==> src/rtl/sfr_pkg.sv <==
package sfr_pkg;

  localparam int LFSR_W = 16;
  localparam int DRAW_W = 7;
  localparam int SLOT_W = 8;
  localparam int SLOTS  = 4;
  localparam int MAG_W  = 6;

  // slot byte: [7] end-of-list, [6] negative sign, [5:0] magnitude
  typedef struct packed {
    logic             stop;
    logic             neg;
    logic [MAG_W-1:0] mag;
  } slot_t;

  typedef enum logic [2:0] {
    ST_IDLE,
    ST_READ,
    ST_LOAD,
    ST_TRIAL,
    ST_EMIT
  } walk_st_e;

  // one shift of the 16-bit maximal-length register
  function automatic logic [LFSR_W-1:0] lfsr_step(input logic [LFSR_W-1:0] s);
    return {s[LFSR_W-2:0], s[15] ^ s[13] ^ s[12] ^ s[10]};
  endfunction

  // DRAW_W shifts, so every draw is made of fresh bits
  function automatic logic [LFSR_W-1:0] lfsr_jump(input logic [LFSR_W-1:0] s);
    logic [LFSR_W-1:0] t;
    t = s;
    for (int i = 0; i < DRAW_W; i++) t = lfsr_step(t);
    return t;
  endfunction

  function automatic slot_t slot_pick(input logic [SLOTS*SLOT_W-1:0] w,
                                      input logic [1:0] k);
    return slot_t'(w[k*SLOT_W +: SLOT_W]);
  endfunction

  // Bernoulli trial: magnitude padded with a leading zero caps p at 1/2
  function automatic logic trial_pass(input logic [DRAW_W-1:0] d,
                                      input logic [MAG_W-1:0] m);
    return d < {1'b0, m};
  endfunction

  function automatic logic [31:0] target_hash(input logic [31:0] g,
                                              input logic [31:0] mul,
                                              input logic [31:0] add);
    return g * mul + add;
  endfunction

endpackage

==> src/rtl/sfr_lfsr.sv <==
module sfr_lfsr import sfr_pkg::*; #(
  parameter logic [LFSR_W-1:0] SEED = 16'hACE1
) (
  input  logic              clk,
  input  logic              rst_n,
  input  logic              adv,
  output logic [DRAW_W-1:0] draw
);
  localparam logic [LFSR_W-1:0] INIT = (SEED == '0) ? LFSR_W'(1) : SEED;

  logic [LFSR_W-1:0] st_q;
  logic [LFSR_W-1:0] st_nxt;

  assign st_nxt = lfsr_jump(st_q);
  assign draw   = st_nxt[DRAW_W-1:0];

  always_ff @(posedge clk) begin
    if (!rst_n)   st_q <= INIT;
    else if (adv) st_q <= st_nxt;
  end

  // a zero state would freeze every later draw
  p_state_live_r3: assert property (@(posedge clk) disable iff (!rst_n)
    st_q != '0);

endmodule

==> src/rtl/sfr_trial.sv <==
module sfr_trial import sfr_pkg::*; (
  input  slot_t             slot,
  input  logic [DRAW_W-1:0] draw,
  output logic              hit,
  output logic              inh,
  output logic              stop
);
  assign hit  = trial_pass(draw, slot.mag);
  assign inh  = slot.neg;
  assign stop = slot.stop;
endmodule

==> src/rtl/sfr_packer.sv <==
module sfr_packer #(
  parameter int ROUTE_W  = 4,
  parameter int PKT_B    = 5,
  parameter int OUT_W    = 5,
  parameter int WORD_CYC = 4
) (
  input  logic               clk,
  input  logic               rst_n,
  input  logic               load,
  input  logic [ROUTE_W-1:0] ld_route,
  input  logic [PKT_B-1:0]   ld_tail,
  output logic               busy,
  output logic               done,
  output logic               out_valid,
  input  logic               out_ready,
  output logic [OUT_W-1:0]   out_data,
  output logic               out_last
);
  localparam int PACE_W = $clog2(WORD_CYC) + 1;
  localparam logic [PACE_W-1:0] PACE_LD = PACE_W'(WORD_CYC - 1);
  localparam logic [PACE_W-1:0] PACE_MIN = PACE_W'(WORD_CYC);

  logic               busy_q;
  logic               wsel_q;
  logic [ROUTE_W-1:0] route_q;
  logic [PKT_B-1:0]   tail_q;
  logic [PACE_W-1:0]  pace_q;
  logic               hs;

  assign busy      = busy_q;
  assign out_valid = busy_q && (pace_q == '0);
  assign hs        = out_valid && out_ready;
  assign done      = hs && wsel_q;
  assign out_last  = wsel_q;
  assign out_data  = wsel_q ? OUT_W'(tail_q) : OUT_W'(route_q);

  always_ff @(posedge clk) begin
    if (!rst_n) begin
      busy_q  <= 1'b0;
      wsel_q  <= 1'b0;
      route_q <= '0;
      tail_q  <= '0;
      pace_q  <= '0;
    end else begin
      if (hs)                pace_q <= PACE_LD;
      else if (pace_q != '0) pace_q <= pace_q - 1'b1;
      if (load && !busy_q) begin
        busy_q  <= 1'b1;
        wsel_q  <= 1'b0;
        route_q <= ld_route;
        tail_q  <= ld_tail;
      end else if (hs) begin
        if (wsel_q) busy_q <= 1'b0;
        wsel_q <= !wsel_q;
      end
    end
  end

  // checker-side count of cycles since the last handshake
  logic [PACE_W-1:0] since_q;
  logic              seen_q;
  always_ff @(posedge clk) begin
    if (!rst_n) begin
      since_q <= '0;
      seen_q  <= 1'b0;
    end else if (hs) begin
      since_q <= PACE_W'(1);
      seen_q  <= 1'b1;
    end else if (since_q < PACE_MIN) begin
      since_q <= since_q + 1'b1;
    end
  end

  // a stalled word holds
  p_hold_stall_r9: assert property (@(posedge clk) disable iff (!rst_n)
    out_valid && !out_ready |=> out_valid && $stable(out_data) && $stable(out_last));

  // word spacing on the output link
  p_pace_gap_r10: assert property (@(posedge clk) disable iff (!rst_n)
    hs && seen_q |-> since_q >= PACE_MIN);

endmodule

==> src/rtl/spike_fanout_router.sv <==
module spike_fanout_router import sfr_pkg::*; #(
  parameter int CHIP_W   = 1,
  parameter int ROW_W    = 2,
  parameter int COL_W    = 2,
  parameter int ENTRIES  = 4,
  parameter int ROUTE_W  = 4,
  parameter int WORD_CYC = 4,
  parameter logic [31:0] TGT_MUL = 32'd37,
  parameter logic [31:0] TGT_ADD = 32'd11,
  parameter logic [15:0] LFSR_SEED = 16'hACE1,
  localparam int SRC_W  = CHIP_W + ROW_W + COL_W,
  localparam int ENT_W  = $clog2(ENTRIES),
  localparam int ADDR_W = SRC_W + ENT_W,
  localparam int PKT_B  = 1 + ROW_W + COL_W,
  localparam int OUT_W  = (ROUTE_W > PKT_B) ? ROUTE_W : PKT_B
) (
  input  logic              clk,
  input  logic              rst_n,
  input  logic              in_valid,
  output logic              in_ready,
  input  logic [SRC_W-1:0]  in_data,
  output logic              mem_rd_en,
  output logic [ADDR_W-1:0] mem_addr,
  input  logic [31:0]       mem_rd_data,
  output logic              out_valid,
  input  logic              out_ready,
  output logic [OUT_W-1:0]  out_data,
  output logic              out_last
);
  localparam int TGT_W = ROUTE_W + ROW_W + COL_W;
  localparam logic [ENT_W-1:0] ENT_LAST = ENT_W'(ENTRIES - 1);

  walk_st_e st_q, st_d;
  logic [SRC_W-1:0] src_q;
  logic [ENT_W-1:0] ent_q;
  logic [1:0]       slot_q;
  logic [31:0]      word_q;
  logic             last_q;

  // named internal events
  logic accept, trial_en, hit, hit_inh, end_mark, final_slot, walk_end;
  logic step_now, pk_busy, pk_done, pk_load;
  logic [DRAW_W-1:0] draw;
  slot_t             cur_slot;
  logic [TGT_W-1:0]  tgt;

  assign in_ready   = (st_q == ST_IDLE);
  assign accept     = in_valid && in_ready;
  assign trial_en   = (st_q == ST_TRIAL);
  assign mem_rd_en  = (st_q == ST_READ);
  assign mem_addr   = {src_q, ent_q};
  assign cur_slot   = slot_pick(word_q, slot_q);
  assign final_slot = (slot_q == 2'd3) && (ent_q == ENT_LAST);
  assign walk_end   = end_mark || final_slot;
  assign pk_load    = trial_en && hit;
  assign step_now   = (trial_en && !hit && !walk_end) ||
                      ((st_q == ST_EMIT) && pk_done && !last_q);
  assign tgt        = TGT_W'(target_hash(32'({src_q, ent_q, slot_q}), TGT_MUL, TGT_ADD));

  sfr_lfsr #(.SEED(LFSR_SEED)) u_lfsr (
    .clk  (clk),
    .rst_n(rst_n),
    .adv  (trial_en),
    .draw (draw)
  );

  sfr_trial u_trial (
    .slot(cur_slot),
    .draw(draw),
    .hit (hit),
    .inh (hit_inh),
    .stop(end_mark)
  );

  sfr_packer #(
    .ROUTE_W (ROUTE_W),
    .PKT_B   (PKT_B),
    .OUT_W   (OUT_W),
    .WORD_CYC(WORD_CYC)
  ) u_pack (
    .clk      (clk),
    .rst_n    (rst_n),
    .load     (pk_load),
    .ld_route (tgt[TGT_W-1 -: ROUTE_W]),
    .ld_tail  ({hit_inh, tgt[ROW_W+COL_W-1:0]}),
    .busy     (pk_busy),
    .done     (pk_done),
    .out_valid(out_valid),
    .out_ready(out_ready),
    .out_data (out_data),
    .out_last (out_last)
  );

  always_comb begin
    st_d = st_q;
    unique case (st_q)
      ST_IDLE:  if (accept) st_d = ST_READ;
      ST_READ:  st_d = ST_LOAD;
      ST_LOAD:  st_d = ST_TRIAL;
      ST_TRIAL: begin
        if (hit)           st_d = ST_EMIT;
        else if (walk_end) st_d = ST_IDLE;
        else               st_d = (slot_q == 2'd3) ? ST_READ : ST_TRIAL;
      end
      ST_EMIT: begin
        if (pk_done) begin
          if (last_q) st_d = ST_IDLE;
          else        st_d = (slot_q == 2'd3) ? ST_READ : ST_TRIAL;
        end
      end
      default: st_d = ST_IDLE;
    endcase
  end

  always_ff @(posedge clk) begin
    if (!rst_n) begin
      st_q   <= ST_IDLE;
      src_q  <= '0;
      ent_q  <= '0;
      slot_q <= '0;
      word_q <= '0;
      last_q <= 1'b0;
    end else begin
      st_q <= st_d;
      if (accept) begin
        src_q <= in_data;
        ent_q <= '0;
      end
      if (st_q == ST_LOAD) begin
        word_q <= mem_rd_data;
        slot_q <= '0;
      end
      if (pk_load) last_q <= walk_end;
      if (step_now) begin
        if (slot_q == 2'd3) ent_q  <= ent_q + 1'b1;
        else                slot_q <= slot_q + 1'b1;
      end
    end
  end

  // checker-side count of reads in the current walk
  logic [ENT_W:0] rd_seen_q;
  always_ff @(posedge clk) begin
    if (!rst_n)         rd_seen_q <= '0;
    else if (accept)    rd_seen_q <= '0;
    else if (mem_rd_en) rd_seen_q <= rd_seen_q + 1'b1;
  end

  // reads walk the entry offsets in rising order, never past the list
  p_read_order_r1: assert property (@(posedge clk) disable iff (!rst_n)
    mem_rd_en |-> (mem_addr[ENT_W-1:0] == rd_seen_q[ENT_W-1:0]) &&
                  (rd_seen_q < (ENT_W+1)'(ENTRIES)));

  // the input closes as soon as a spike is taken
  p_ready_drops_r8: assert property (@(posedge clk) disable iff (!rst_n)
    in_valid && in_ready |=> !in_ready);

  // no read is issued while a packet is still leaving
  p_no_read_in_emit_r7: assert property (@(posedge clk) disable iff (!rst_n)
    pk_busy |-> !mem_rd_en);

endmodule

==> config.mk <==
export PLATFORM = sky130hd
export DESIGN_NAME = spike_fanout_router
export DESIGN_NICKNAME = d
export VERILOG_FILES = /design/src/rtl/sfr_pkg.sv /design/src/rtl/sfr_lfsr.sv /design/src/rtl/sfr_trial.sv /design/src/rtl/sfr_packer.sv /design/src/rtl/spike_fanout_router.sv
export SDC_FILE = /design/constraint.sdc
export NUM_CORES = 1
export LEC_CHECK = 0
export BUFFER_PORTS_ARGS = -buffer_cell sky130_fd_sc_hd__buf_2
export CAP_MARGIN = 10
export CORE_MARGIN = 2
export CORE_UTILIZATION = 57
export CTS_CLUSTER_SIZE = 20
export DETAILED_ROUTE_END_ITERATION = 10
export PLACE_DENSITY = 0.8
export SLEW_MARGIN = 15
export SYNTH_ARGS = -nofsm -noshare
export SYNTH_HDL_FRONTEND = slang
export SYNTH_SLANG_ARGS = --single-unit
==> constraint.sdc <==
create_clock -name clk -period 3.4 [get_ports clk]
set_input_delay 0 -clock clk [delete_from_list [all_inputs] [get_ports clk]]
set_output_delay 0 -clock clk [all_outputs]
set_load 0.1 [all_outputs]
---- Word level (Yosys, flattened, before mapping) ----
Index checks and enable logic that the tools add are counted.
word-level totals
  flip-flop bits (word level) ............. 75
  latch bits .............................. 0
  memory bits (writable) .................. 0
  bits in read-only memories .............. 0
  input port bits ......................... 41
  word-level logic and storage cells ...... 97
  memories ................................ 0
cells by class
  add/sub/neg operators ................... 4
  multiply operators ...................... 1
  div/mod/pow operators ................... 0
  order comparisons ....................... 1
  equal/unequal tests ..................... 8
  shifts and indexed selects .............. 1
  mux-type cells .......................... 19
  bitwise operators ....................... 22
  reductions and logical operators ........ 28
operators by type and width
  cell                   number
  $shiftx A32 B6 Y8      1
  $mux W2                11
  $xor A1 B1 Y1          21
  $pmux W3 S5            1
  $logic_and A1 B1 Y1    11
  $mul A9 B6 Y8 const B  1
  $mux W3                3
  $add A8 B4 Y8 const B  1
  $lt A7 B6 Y1           1
  $eq A3 B2 Y1 const B   2
  $logic_not A3 Y1       2
  $reduce_bool A2 Y1     3
  $logic_not A1 Y1       5
  $mux W5                1
  $add A2 B1 Y2 const B  2
  $eq A2 B2 Y1 const B   2
  $reduce_and A2 Y1      2
  $reduce_or A2 Y1       2
  $eq A3 B1 Y1 const B   1
  $eq A3 B3 Y1 const B   1
  $mux W1                3
  $reduce_bool A3 Y1     1
  $sub A3 B1 Y3 const B  1
  $logic_or A1 B1 Y1     2
  other kinds (3)        3

---- Depth between registers and ports, before layout ----
  word-level depth ........................ 9
  mapped depth ............................ 10

---- Modules after synthesis ----
Synthesis repeated with hierarchy kept, for this count alone.
second synthesis, totals
  cells, all modules ...................... 438
  area, all modules ....................... 4001.3 um^2
by module, submodules not included
  module               instances  cells an instance  area each (um^2)
  spike_fanout_router  1          273                2443.6
  sfr_lfsr             1          69                 713.2
  sfr_packer           1          77                 703.2
  sfr_trial            1          19                 141.4

---- Worst setup path after synthesis ----
Ideal clock, no wire load.
  kind .................................... register to register
  start point ............................. register st_q[1]
  end point ............................... register ent_q[0]
  data arrival time ....................... 3604 ps
  data required time ...................... 3278 ps
  slack ................................... -326 ps
  stages on the path, launching flop included .. 6
  buffers on the path ..................... 1
  cells stage by stage .................... dfxtp_1 clkbuf_1 nor3_1 nand2_1 nand3_1 mux2i_1
on the way
  longest elaborated chain between the ends .. 5
  elaborated cells between the ends (all ways) .. 12
ends and longest elaborated chain
  what                    line                        source
  from (decl)             spike_fanout_router.sv:33   walk_st_e st_q, st_d;
  from (signal assigned)  spike_fanout_router.sv:124  st_q <= st_d;
  $logic_not A3 Y1 *      spike_fanout_router.sv:47   assign in_ready = (st_q == ST_IDLE);
  named net in_ready      spike_fanout_router.sv:20   output logic in_ready,
  $logic_and A1 B1 Y1 *   spike_fanout_router.sv:48   assign accept = in_valid && in_ready;
  $mux W2 *               spike_fanout_router.sv:125  if (accept) begin
  $mux W2                 spike_fanout_router.sv:135  if (slot_q == 2'd3) ent_q <= ent_q + 1'b1;
  $mux W2 *               spike_fanout_router.sv:134  if (step_now) begin
  to (signal assigned)    spike_fanout_router.sv:135
  to (decl)               spike_fanout_router.sv:35   logic [ENT_W-1:0] ent_q;
The timed path passes the listed nets; every way through them passes the cells marked *.
A chain may end at the register's enable or synchronous reset.

---- Final worst setup path ----
  start point ............................. register slot_q[0]
  end point ............................... register u_pack.tail_q[3]
on the way
  longest elaborated chain between the ends .. 4
  elaborated cells between the ends (all ways) .. 6
ends and longest elaborated chain
  what                                                                   line                        source
  from (decl)                                                            spike_fanout_router.sv:36   logic [1:0] slot_q;
  from (signal assigned)                                                 spike_fanout_router.sv:136  else slot_q <= slot_q + 1'b1;
  parallel branches: the longest is 4 deep, another holds $mul A9 B6 Y8  n/a
  to (signal assigned)                                                   sfr_packer.sv:51            tail_q <= ld_tail;
  to (decl)                                                              sfr_packer.sv:26            logic [PKT_B-1:0] tail_q;
Parallel ways; which one is timed is not known.

==> impl_metrics.yaml <==
status:
  status: "completed"
synth:
  synth_flop_cell: "dfxtp_1"
  synth_seq_cells: 75
  seq_area_frac_synth: 0.3913
  syn_area_um2: 3837
  synthSimpleGateAreaFrac: 0.2018
  synthMuxAreaShare: 0.07401
  synth_compound_area_frac: 0.1285
  ys_warn_count: 0
  synth_xor_area_frac: 0.06814
  async_flop_share: 0
  yosys.area_share.adder: 0.09847
  synth_top_family_by_area: "simple AND/OR/NAND/NOR gates"
  synth.distinct_cells: 46
  synth_edf_count: 0
  synthCells: 449
  syn_nets: 519
  avgSynthCellArea_um2: 8.547
die:
  fp-row-count: 29
  start_util: 0.5975
  die_y_um: 86.05
  dieArea_um2: 7405
  die_x_um: 86.05
  core_area_um2: 6422
  io_pins: 57
finish:
  fillers: 446
  final_common_cell: "nand2_1"
  final_area_um2: 4761
  drive_gt1_frac: 0.1738
  diodes: 0
  syn_to_final_growth_pct: 24.06
  fin_nets: 606
  layout_common_cells: "104 x nand2_1, 75 x dfxtp_1, 56 x buf_2, 55 x a21oi_1, 42 x dlygate4sd3_1"
worst_setup_path:
  worstPathRequired_ps: 3650
  arrival_ps: 3100
  end_kind: "flip-flop"
  cp_common_cell: "a21oi_1"
  path_class: "reg2reg"
  max_stage_delay_ps: 630
  cp_slowest_cell: "dfxtp_1"
  timing.rr.end: "u_pack.tail_q[3]"
  critPathMaxFanout: 12
  crit_chain: "mux4_2 > inv_1 > ha_1 > a21o_1 > a21oi_1 > and4_1 > a21oi_1 > a311oi_1"
  rr_startpoint: "slot_q[0]"
  crit_start: "slot_q[0]"
  rrSetupSlack_ps: 550
  r2r_cells: 8
  start_kind: "flip-flop"
timing:
  drv_slew: 0
  finalCritPeriodShare: 0.8381
  finalSetupViolations: 0
  hold_viol_final: 0
  worst_pin_slew_ps: 1165
  relSlewSlack: 0.2234
  fmax_ghz: 0.3510
  rsz0062_at_grt: "false"
  fin_tns_setup_ps: 0
  timing.final.crit_period_ps: 2849
  finalClockSkew_ps: 11.43
grt:
  grt_pass1_wl_mm: 15.85
  grt_pass1_vias: 3480
  grt_max_degree: 35
  antenna_found_initial: 0
  grt_usage: 0.2713
  grt_overflow_total: 0
power:
  vdd_drop_max_v: 0.0002821
  p_per_area_nw_per_um2: 431.6
  p_leak_nw: 1.953
hold_path:
  min_delay_worst_endpoint: "u_pack.out_last"
  hp-class: "in2reg"
  worstHoldStart: "out_ready"
  hold_depth: 5
clock_tree:
  clk_latency_ps: 350
  htreeDepth: 3
  clk_path_buf_depth: 2
  cts_tree: "yes"
  post-cts-setup-buffers: 0
  clk_pin_slew_ps: 80
  hold_buffers: 42
  cts-buffers-inserted: 9
  cts_sinks: 75
  cts_root_buf: "clkbuf_8"
  cts_resized: 0
detailed_routing:
  drt_iter0_drc: 140
  drt_pass1_iterations: 5
  wirelength_mm: 9.610
  ant_nets: 0
  avgRoutedWirePerCell_um: 15.55
  drc_errors: 0
  num_vias: 3483
  vias_per_cell: 5.636
placement:
  dp_hpwl_mm: 5.837
  place_area_um2: 4145
  gp_congestion: 0.8390
  port-buffer-count: 56
flow_run:
  maxCapViolCount: 0
[sequential cells by signal, indices dropped and copies added (netlist names)]
name,count
slot_q,2
word_q,32
u_pack.busy,1
u_pack.route_q,4
u_pack.pace_q,3
u_pack.out_last,1
last_q,1
u_lfsr.st_q,16
src_q,5
st_q,3
ent_q,2
u_pack.tail_q,5
[critical path: cells and delay by family (launching register included)]
| family | cells | cell delay, ps |
|---|---|---|
| AND/OR/NAND/NOR | 1 | 460 |
| multiplexers | 1 | 560 |
| buffers and inverters | 1 | 60 |
| adder cells (fa/ha/maj) | 1 | 230 |
| AO/OA/AOI/OAI | 4 | 810 |
| flip-flops | 1 | 630 |
[logic make-up (layout without fill, tap and decap cells)]
group	after synthesis	after routing
and+or+nand+nor	176	176
AOI/OAI and AO/OA	84	84
DFF	75	75
buffers and inverters	37	129
adders and majority gates	29	29
xor gates and xnor gates	29	29
muxes	19	19
[report_power, final]
group / internal, W / switching (W)
clock: 0.000358 / 0.000322
sequential: 0.000925 / 0.0000361
combinational: 0.000165 / 0.000248
total: 0.00145 / 0.000606
[cells in the mapped netlist, types with 2 or more instances]
| cell type | count | area (um2) |
|---|---|---|
| a21o_1 | 4 | 30.03 |
| a21oi_1 | 55 | 275.3 |
| a311oi_1 | 3 | 26.28 |
| and2_1 | 4 | 25.02 |
| buf_2 | 2 | 10.01 |
| clkbuf_1 | 22 | 82.58 |
| dfxtp_1 | 75 | 1501 |
| fa_1 | 2 | 40.04 |
| ha_1 | 27 | 337.8 |
| inv_1 | 11 | 41.29 |
| mux2_2 | 5 | 56.30 |
| mux2i_1 | 7 | 70.07 |
| mux4_2 | 7 | 157.7 |
| nand2_1 | 104 | 390.4 |
| nand2b_1 | 3 | 18.77 |
| nand3_1 | 24 | 120.1 |
| nand3b_1 | 3 | 22.52 |
| nor2_1 | 17 | 63.81 |
| nor2b_1 | 2 | 12.51 |
| nor3_1 | 10 | 50.05 |
| o21ai_0 | 9 | 45.04 |
| o22ai_1 | 2 | 12.51 |
| or2_2 | 2 | 12.51 |
| xnor2_1 | 25 | 219.0 |
| xor2_1 | 3 | 26.28 |
[routing by layer]
layer  track usage  vias to the layer above  share of wire
met5             0                        -              0
met4        0.1241                        0          0.023
met3       0.03946                       23          0.049
met2        0.4672                      121           0.49
met1        0.3343                     1625           0.44
li1              -                     1714              -
[through the flow]
stage	setup slack [ps]	total power (W)	util	std cells	hold slack, ps
4_1_cts	545.2	0.002052	0.7413	618	60.70
3_3_place_gp	644.6	0.001329	0.6454	560	241.3
3_5_place_dp	579.4	0.001340	0.6454	560	247.3
6_report	550.6	0.002055	0.7413	618	61.74
2_1_floorplan	48.84	0.001257	-	449	136.0
5_1_grt	332.9	0.002147	0.7413	618	96.81
[area by class of cell]
class	count	area, um2	area share
Timing Repair Buffer	102	730.7	0.1535
Inverter	11	41.29	0.008673
Clock inverter	4	50.05	0.01051
Multi-Input combinational cell	337	2196	0.4612
Tap cell	77	96.34	0.02024
Clock buffer	12	145.1	0.03049
Sequential cell	75	1501	0.3154
[worst max path at each step]
stage | endpoint | slack [ps] | cells past startpoint
global placement | u_pack.route_q[2] | 640 | 9
global route | u_pack.tail_q[3] | 330 | 8
finish | u_pack.tail_q[3] | 550 | 8
detailed placement | u_pack.tail_q[3] | 580 | 8
floorplan | st_q[1] | 50 | 4
CTS | u_pack.out_last | 550 | 8
Note: power is estimated with default switching activity, not from simulation.
